$ cat config.mk
export PLATFORM = sky130hd
export DESIGN_NAME = clkdiv_chain
export DESIGN_NICKNAME = d
export VERILOG_FILES = /design/src/rtl/clkdiv_pkg.sv /design/src/rtl/clkdiv_regs.sv /design/src/rtl/clkdiv_stage.sv /design/src/rtl/clkdiv_chain.sv
export SDC_FILE = /design/constraint.sdc
export NUM_CORES = 1
export LEC_CHECK = 0
export ABC_AREA = 0
export BUFFER_PORTS_ARGS = -buffer_cell sky130_fd_sc_hd__buf_2
export CAP_MARGIN = 20
export CORE_MARGIN = 3
export CORE_UTILIZATION = 50
export DETAILED_ROUTE_END_ITERATION = 8
export GPL_ROUTABILITY_DRIVEN = 0
export PLACE_DENSITY_LB_ADDON = 0.12
export SLEW_MARGIN = 20
export SYNTH_ARGS = -nofsm -noshare
export SYNTH_HDL_FRONTEND = slang
export SYNTH_SLANG_ARGS = --single-unit
$ cat constraint.sdc
create_clock -name clk -period 3.71 [get_ports clk]
set_clock_uncertainty 0.1 [all_clocks]
set_input_delay 0.371 -clock clk [delete_from_list [all_inputs] [get_ports clk]]
set_output_delay 0.371 -clock clk [all_outputs]
set_load 0.02 [all_outputs]
$ cat src/rtl/clkdiv_pkg.sv
package clkdiv_pkg;
  localparam int unsigned REG_W = 32;
  localparam int unsigned DIV_W = 7;
  localparam logic [REG_W-1:0] CTRL_MASK  = 32'h0100_1373;
  localparam logic [REG_W-1:0] CTRL_RESET = 32'h0000_0001;

  typedef enum logic [1:0] {
    SRC_SLOW = 2'd0,
    SRC_MAIN = 2'd1,
    SRC_PLLA = 2'd2,
    SRC_UPLL = 2'd3
  } src_sel_e;

  typedef struct packed {
    logic       half_sub;
    logic       pll_half;
    logic [1:0] bus_code;
    logic [2:0] pre_code;
    src_sel_e   src;
  } ctrl_fields_t;

  function automatic ctrl_fields_t unpack_ctrl(input logic [REG_W-1:0] r);
    ctrl_fields_t f;
    f.half_sub = r[24];
    f.pll_half = r[12];
    f.bus_code = r[9:8];
    f.pre_code = r[6:4];
    f.src      = src_sel_e'(r[1:0]);
    return f;
  endfunction

  function automatic logic [DIV_W-1:0] bus_divisor(input logic [1:0] code);
    case (code)
      2'd0:    return DIV_W'(1);
      2'd1:    return DIV_W'(2);
      2'd2:    return DIV_W'(4);
      default: return DIV_W'(3);
    endcase
  endfunction
endpackage

$ cat src/rtl/clkdiv_regs.sv
module clkdiv_regs
  import clkdiv_pkg::*;
(
  input  logic             clk,
  input  logic             rst_n,
  input  logic             wr_en,
  input  logic [REG_W-1:0] wr_data,
  input  logic             wp_en,
  output logic [REG_W-1:0] ctrl,
  output logic             err
);
  logic [REG_W-1:0] ctrl_q, ctrl_d;
  logic             err_q, err_d;
  logic             wr_ok, wr_bad;

  always_comb begin
    wr_ok  = wr_en && !wp_en;
    wr_bad = (wr_data[6:4] == 3'd7) || ((wr_data[9:8] == 2'd3) && !wr_data[12]);
    ctrl_d = ctrl_q;
    err_d  = err_q;
    if (wr_ok) begin
      if (wr_bad) err_d  = 1'b1;
      else        ctrl_d = wr_data & CTRL_MASK;
    end
  end

  always_ff @(posedge clk or negedge rst_n) begin
    if (!rst_n) begin
      ctrl_q <= CTRL_RESET;
      err_q  <= 1'b0;
    end else begin
      ctrl_q <= ctrl_d;
      err_q  <= err_d;
    end
  end

  assign ctrl = ctrl_q;
  assign err  = err_q;

  assert_wp_hold_R2: assert property (@(posedge clk) disable iff (!rst_n)
    (wr_en && wp_en) |=> ($stable(ctrl_q) && $stable(err_q)));
  assert_legal_cfg_R6: assert property (@(posedge clk) disable iff (!rst_n)
    (ctrl_q[6:4] != 3'd7) && (ctrl_q[9:8] != 2'd3 || ctrl_q[12]));
  assert_err_sticky_R6: assert property (@(posedge clk) disable iff (!rst_n)
    err_q |=> err_q);
  assert_unused_zero_R3: assert property (@(posedge clk) disable iff (!rst_n)
    (ctrl_q & ~CTRL_MASK) == '0);
endmodule

$ cat src/rtl/clkdiv_stage.sv
module clkdiv_stage
  import clkdiv_pkg::*;
(
  input  logic             clk,
  input  logic             rst_n,
  input  logic             in_tick,
  input  logic [DIV_W-1:0] new_div,
  output logic             out_tick,
  output logic [DIV_W-1:0] cur_div
);
  logic [DIV_W-1:0] cnt_q, cnt_d;
  logic [DIV_W-1:0] div_q, div_d;
  logic             wrap;

  always_comb begin
    wrap  = (cnt_q == div_q - DIV_W'(1));
    cnt_d = cnt_q;
    div_d = div_q;
    if (in_tick) begin
      if (wrap) begin
        cnt_d = '0;
        div_d = new_div;
      end else begin
        cnt_d = cnt_q + DIV_W'(1);
      end
    end
  end

  always_ff @(posedge clk or negedge rst_n) begin
    if (!rst_n) begin
      cnt_q <= '0;
      div_q <= DIV_W'(1);
    end else begin
      cnt_q <= cnt_d;
      div_q <= div_d;
    end
  end

  assign out_tick = in_tick && wrap;
  assign cur_div  = div_q;

  assert_div_at_boundary_R10: assert property (@(posedge clk) disable iff (!rst_n)
    !out_tick |=> $stable(div_q));
  assert_cnt_range_R7: assert property (@(posedge clk) disable iff (!rst_n)
    cnt_q < div_q);
endmodule

$ cat src/rtl/clkdiv_chain.sv
module clkdiv_chain
  import clkdiv_pkg::*;
(
  input  logic        clk,
  input  logic        rst_n,
  input  logic        slow_tick,
  input  logic        main_tick,
  input  logic        plla_tick,
  input  logic        upll_tick,
  input  logic        wr_en,
  input  logic [31:0] wr_data,
  input  logic        wp_en,
  output logic [31:0] rd_data,
  output logic        cfg_err,
  output logic        cpu_tick,
  output logic        bus_tick,
  output logic        sub_tick,
  output logic        mem_tick,
  output logic        mem_valid
);
  logic [1:0]       rst_sync_q;
  logic             rst_int_n;
  logic [REG_W-1:0] ctrl;
  ctrl_fields_t     f;
  logic             sel_tick;
  logic [DIV_W-1:0] pre_div, bus_div, sub_div;
  logic [DIV_W-1:0] pre_cur, bus_cur, sub_cur;

  always_ff @(posedge clk or negedge rst_n) begin
    if (!rst_n) rst_sync_q <= 2'b00;
    else        rst_sync_q <= {rst_sync_q[0], 1'b1};
  end
  assign rst_int_n = rst_sync_q[1];

  clkdiv_regs u_regs (
    .clk(clk), .rst_n(rst_int_n), .wr_en(wr_en), .wr_data(wr_data),
    .wp_en(wp_en), .ctrl(ctrl), .err(cfg_err)
  );

  always_comb begin
    f = unpack_ctrl(ctrl);
    case (f.src)
      SRC_SLOW: sel_tick = slow_tick;
      SRC_MAIN: sel_tick = main_tick;
      SRC_PLLA: sel_tick = plla_tick;
      default:  sel_tick = upll_tick;
    endcase
    pre_div = DIV_W'(1) << f.pre_code;
    bus_div = bus_divisor(f.bus_code);
    sub_div = f.half_sub ? DIV_W'(2) : DIV_W'(1);
  end

  clkdiv_stage u_pre (
    .clk(clk), .rst_n(rst_int_n), .in_tick(sel_tick), .new_div(pre_div),
    .out_tick(cpu_tick), .cur_div(pre_cur)
  );
  clkdiv_stage u_bus (
    .clk(clk), .rst_n(rst_int_n), .in_tick(cpu_tick), .new_div(bus_div),
    .out_tick(bus_tick), .cur_div(bus_cur)
  );
  clkdiv_stage u_sub (
    .clk(clk), .rst_n(rst_int_n), .in_tick(bus_tick), .new_div(sub_div),
    .out_tick(sub_tick), .cur_div(sub_cur)
  );

  assign mem_valid = (bus_cur != DIV_W'(1));
  assign mem_tick  = bus_tick && mem_valid;
  assign rd_data   = ctrl;

  assert_pre_div_legal_R5: assert property (@(posedge clk) disable iff (!rst_int_n)
    $onehot0(pre_cur) && (pre_cur != '0));
  assert_sub_div_range_R9: assert property (@(posedge clk) disable iff (!rst_int_n)
    (sub_cur == DIV_W'(1)) || (sub_cur == DIV_W'(2)));
  assert_mem_follows_bus_R8: assert property (@(posedge clk) disable iff (!rst_int_n)
    mem_tick |-> (bus_tick && bus_cur != DIV_W'(1)));
endmodule

==> reports/results.tsv <==
stage	metric	value	unit
layout	multi-input logic area	0.00151	mm^2
sta	Slew @ Worst Pin	0.960	ns
logic_synthesis	Mapped Cells	278	
die	IO Count	78	
logic_synthesis	Avg Cell Area, Syn	10.2	um^2
worst_setup_path	crit path kind	reg -> out	
sta	max-slew violations	0	
outcome	run status	complete, no violations	
grt	global-route wire length before repair	9.27	mm
power_and_ir_drop	pwr dens	537	mW/mm^2
min_path	worst hold path class	in -> reg	
power_and_ir_drop	Pleak	0.00140	uW
die	row count	26	
layout	fin util	58.8	%
logic_synthesis	top cells by area, synth	dfrtp_1 36%, buf_4 6.4%, mux2_2 6.0%, ha_1 4.9%, dfstp_2 3.7%	
worst_setup_path	CP Cell Sequence	inv_1 > ha_1 > ha_1 > or3_4 > a2111oi_4 > nand3_2 > or3_4 > a21oi_1 > buf_2	
logic_synthesis	Cell Area, Synth	0.00284	mm^2
route	detailed-route wire length per cell	13.7	um
layout	synth-to-layout area growth	9.97	%
layout	nets	363	
grt	number of global-route vias before repair	2033	
power_and_ir_drop	sw frac	37.6	%
worst_setup_path	Crit. End Element	output port	
sta	Setup-failing EPs final	0	
logic_synthesis	area fraction of the dominant cell type after synthesis	36.2	%
route	via count	2070	
worst_setup_path	crit-path max FO	7	
sta	final hold viol count	0	
worst_setup_path	max incr delay on CP	0.59	ns
layout	FILL cells	466	
logic_synthesis	commonest cells in the netlist	41 x dfrtp_1, 24 x buf_4, 15 x mux2_2, 15 x nand2_1, 14 x inv_1	
clock_network	CTS Root Cell	clkbuf_8	
sta	Slew headroom	36.0	%
worst_setup_path	Worst Path Arrival	3.03	ns
route	drt initial violations	67	
logic_synthesis	register area share after synthesis	39.9	%
die	Starting Density	53.5	%
sta	RSZ-0062 raised after global routing	no	
die	core box area	0.00530	mm^2
logic_synthesis	synth warn	0	
logic_synthesis	Main synth FF type	dfrtp_1	
sta	Final TNS setup	0	ns
logic_synthesis	ys async rst share	100	%
clock_network	clk_lat worst skew	0.30	ns
route	DRT Pass-1 Iters	4	
place	Post-DP HPWL	3.81	mm
grt	GRT Residual Overflow	0	
clock_network	CTS HTree Levels	2	
die	Die ar.	0.00661	mm^2
power_and_ir_drop	Flop pwr share	41.8	%
route	drt total wl	5.26	mm
grt	initial antenna violation count	0	
layout	ANT cells	0	
power_and_ir_drop	clock power share	23.3	%
route	Avg Vias per Cell	5.40	
power_and_ir_drop	Psw	630	uW
route	Routed Antenna Nets	0	
clock_network	CTS tree	yes	
die	Die Y	81.3	um
sta	crit path time final	3.50	ns
clock_network	Clock Pin Slew Worst Setup and Hold Paths	0.08	ns
sta	post-route clock period utilization	94.3	%
grt	GRT Util Overall	18.1	%
power_and_ir_drop	internal power	1040	uW
logic_synthesis	Yosys top cell by area	dfrtp_1	
place	port bufs	31	
clock_network	clock sink total	45	
layout	FF/Latch Area	0.00113	mm^2
clock_network	TritonCTS buffer count	5	
clock_network	Post-CTS Setup Bufs	0	
clock_network	largest buffer count on any clock path	2	
sta	max frequency	0.286	GHz
die	Die Wd	81.3	um
layout	share of layout cells above drive strength 1	24.9	%
worst_setup_path	WP data required	3.24	ns
worst_setup_path	slowest CP cell	dfstp_2	
run	max_cap viols	0	
logic_synthesis	#FFs+latches synth	45	
logic_synthesis	count leader, synth	dfrtp_1	
power_and_ir_drop	Max VDD drop	0.296	mV
logic_synthesis	post-synthesis cell type count	56	
worst_setup_path	startpoint types	flop	
grt	pin count of the biggest net entering global routing	44	
logic_synthesis	EDFF count, synth	0	
power_and_ir_drop	combinational power share	34.8	%
route	drt drc	0	
## what timing repair did
action | 4_1_cts | 5_1_grt
hold endpoints to repair | 2 | 0
resized for setup | 0 | 1
hold buffers | 1 | 0
endpoints found under the setup margin | 0 | 2
## power by group through the flow
stage	Combinational [uW]	Sequential [uW]	Clock, uW
2_1_floorplan	440	694	0
3_3_place_gp	561	709	0
3_5_place_dp	575	708	0
4_1_cts	580	700	401
5_1_grt	651	722	421
6_report	583	700	391
## cell families after synthesis
logic type | Yosys count | synth area share, %
AND/OR/NAND/NOR | 78 | 15.7
AO/OA/AOI/OAI | 48 | 12.0
buffers and inverters | 48 | 10.1
flip-flops | 45 | 39.9
multiplexers | 30 | 12.3
XOR/XNOR | 16 | 4.94
adder cells (fa/ha/maj) | 11 | 4.85
other | 2 | 0.265
## stage by stage
stage	setup slack (ns)	hold slack, ns	total power (uW)	instance area, um^2	std cells
after floorplan	0.476	-0.0246	1130	2920	300
after global placement	0.425	0.0579	1270	2980	374
after detailed placement	0.421	0.0594	1280	2980	374
after CTS	0.0739	0.193	1680	3110	383
after global routing	0.0659	0.196	1790	3120	383
final	0.212	0.200	1670	3120	383
## routing by layer
metal,vias to the layer above,global-route usage (%),wire [um]
li1,1016,-,-
met1,990,24.2,2470
met2,62,29.3,2480
met3,2,4.32,282
met4,0,5.24,23
met5,-,0,0
## layout by cell type (no fill, tap or decap), drive strengths merged, types with 5 or more instances in the layout
cell type / n
a2111oi: 5
a21oi: 10
and3: 6
buf: 37
clkbuf: 6
conb: 24
dfrtp: 41
ha: 11
inv: 14
mux2: 19
mux2i: 10
nand2: 15
nand2b: 5
nand3: 11
nor2: 12
nor3: 6
o21ai: 13
o41ai: 6
xnor2: 8
xor2: 8
## area by class of cell
class	count	share of cell area [%]
clock buffer	6	2.65
clock inverter	2	1.20
inverter	15	1.97
multi-input combinational	207	48.3
sequential	45	36.3
tap	70	2.81
timing repair buffer	38	6.74
## state kept, by name, summed over array words and instances (netlist names)
register,flops
u_pre.cur_div,7
u_pre.cnt_q,7
u_sub.cur_div,2
u_bus.cnt_q,7
u_sub.cnt_q,7
rst_sync_q,2
u_bus.cur_div,3
u_regs.ctrl,9
u_regs.err,1
## worst paths after layout
| path | end | from | depth (start not counted) | slack [ns] |
|---|---|---|---|---|
| max in group asynchronous | u_bus.cnt_q[5]$_DFFE_PN0P_ | rst_sync_q[1]$_DFF_PN0_ | 0 | 2.59 |
| worst min-delay path | u_regs.ctrl[0]$_DFFE_PN1P_ | wr_data[0] | 2 | 0.20 |
| min in group asynchronous | rst_sync_q[1]$_DFF_PN0_ | rst_n | 2 | 0.27 |
| worst max register to register | u_sub.cur_div[1]$_DFFE_PN0P_ | u_bus.cur_div[0]$_DFFE_PN1P_ | 9 | 0.64 |
| worst max-delay path | mem_tick | u_bus.cur_div[0]$_DFFE_PN1P_ | 9 | 0.21 |
| worst min register to register | rst_sync_q[1]$_DFF_PN0_ | rst_sync_q[0]$_DFF_PN0_ | 0 | 0.26 |
## critical path, delay by kind of cell, from the launching register on
family	cells	cell delay [ns]
adders and majority gates	2	0.38
AOI/OAI and AO/OA	2	0.51
and+or+nand+nor	3	1.01
buffers and inverters	2	0.22
DFF	1	0.59
Power figures use the tool's default switching activity.
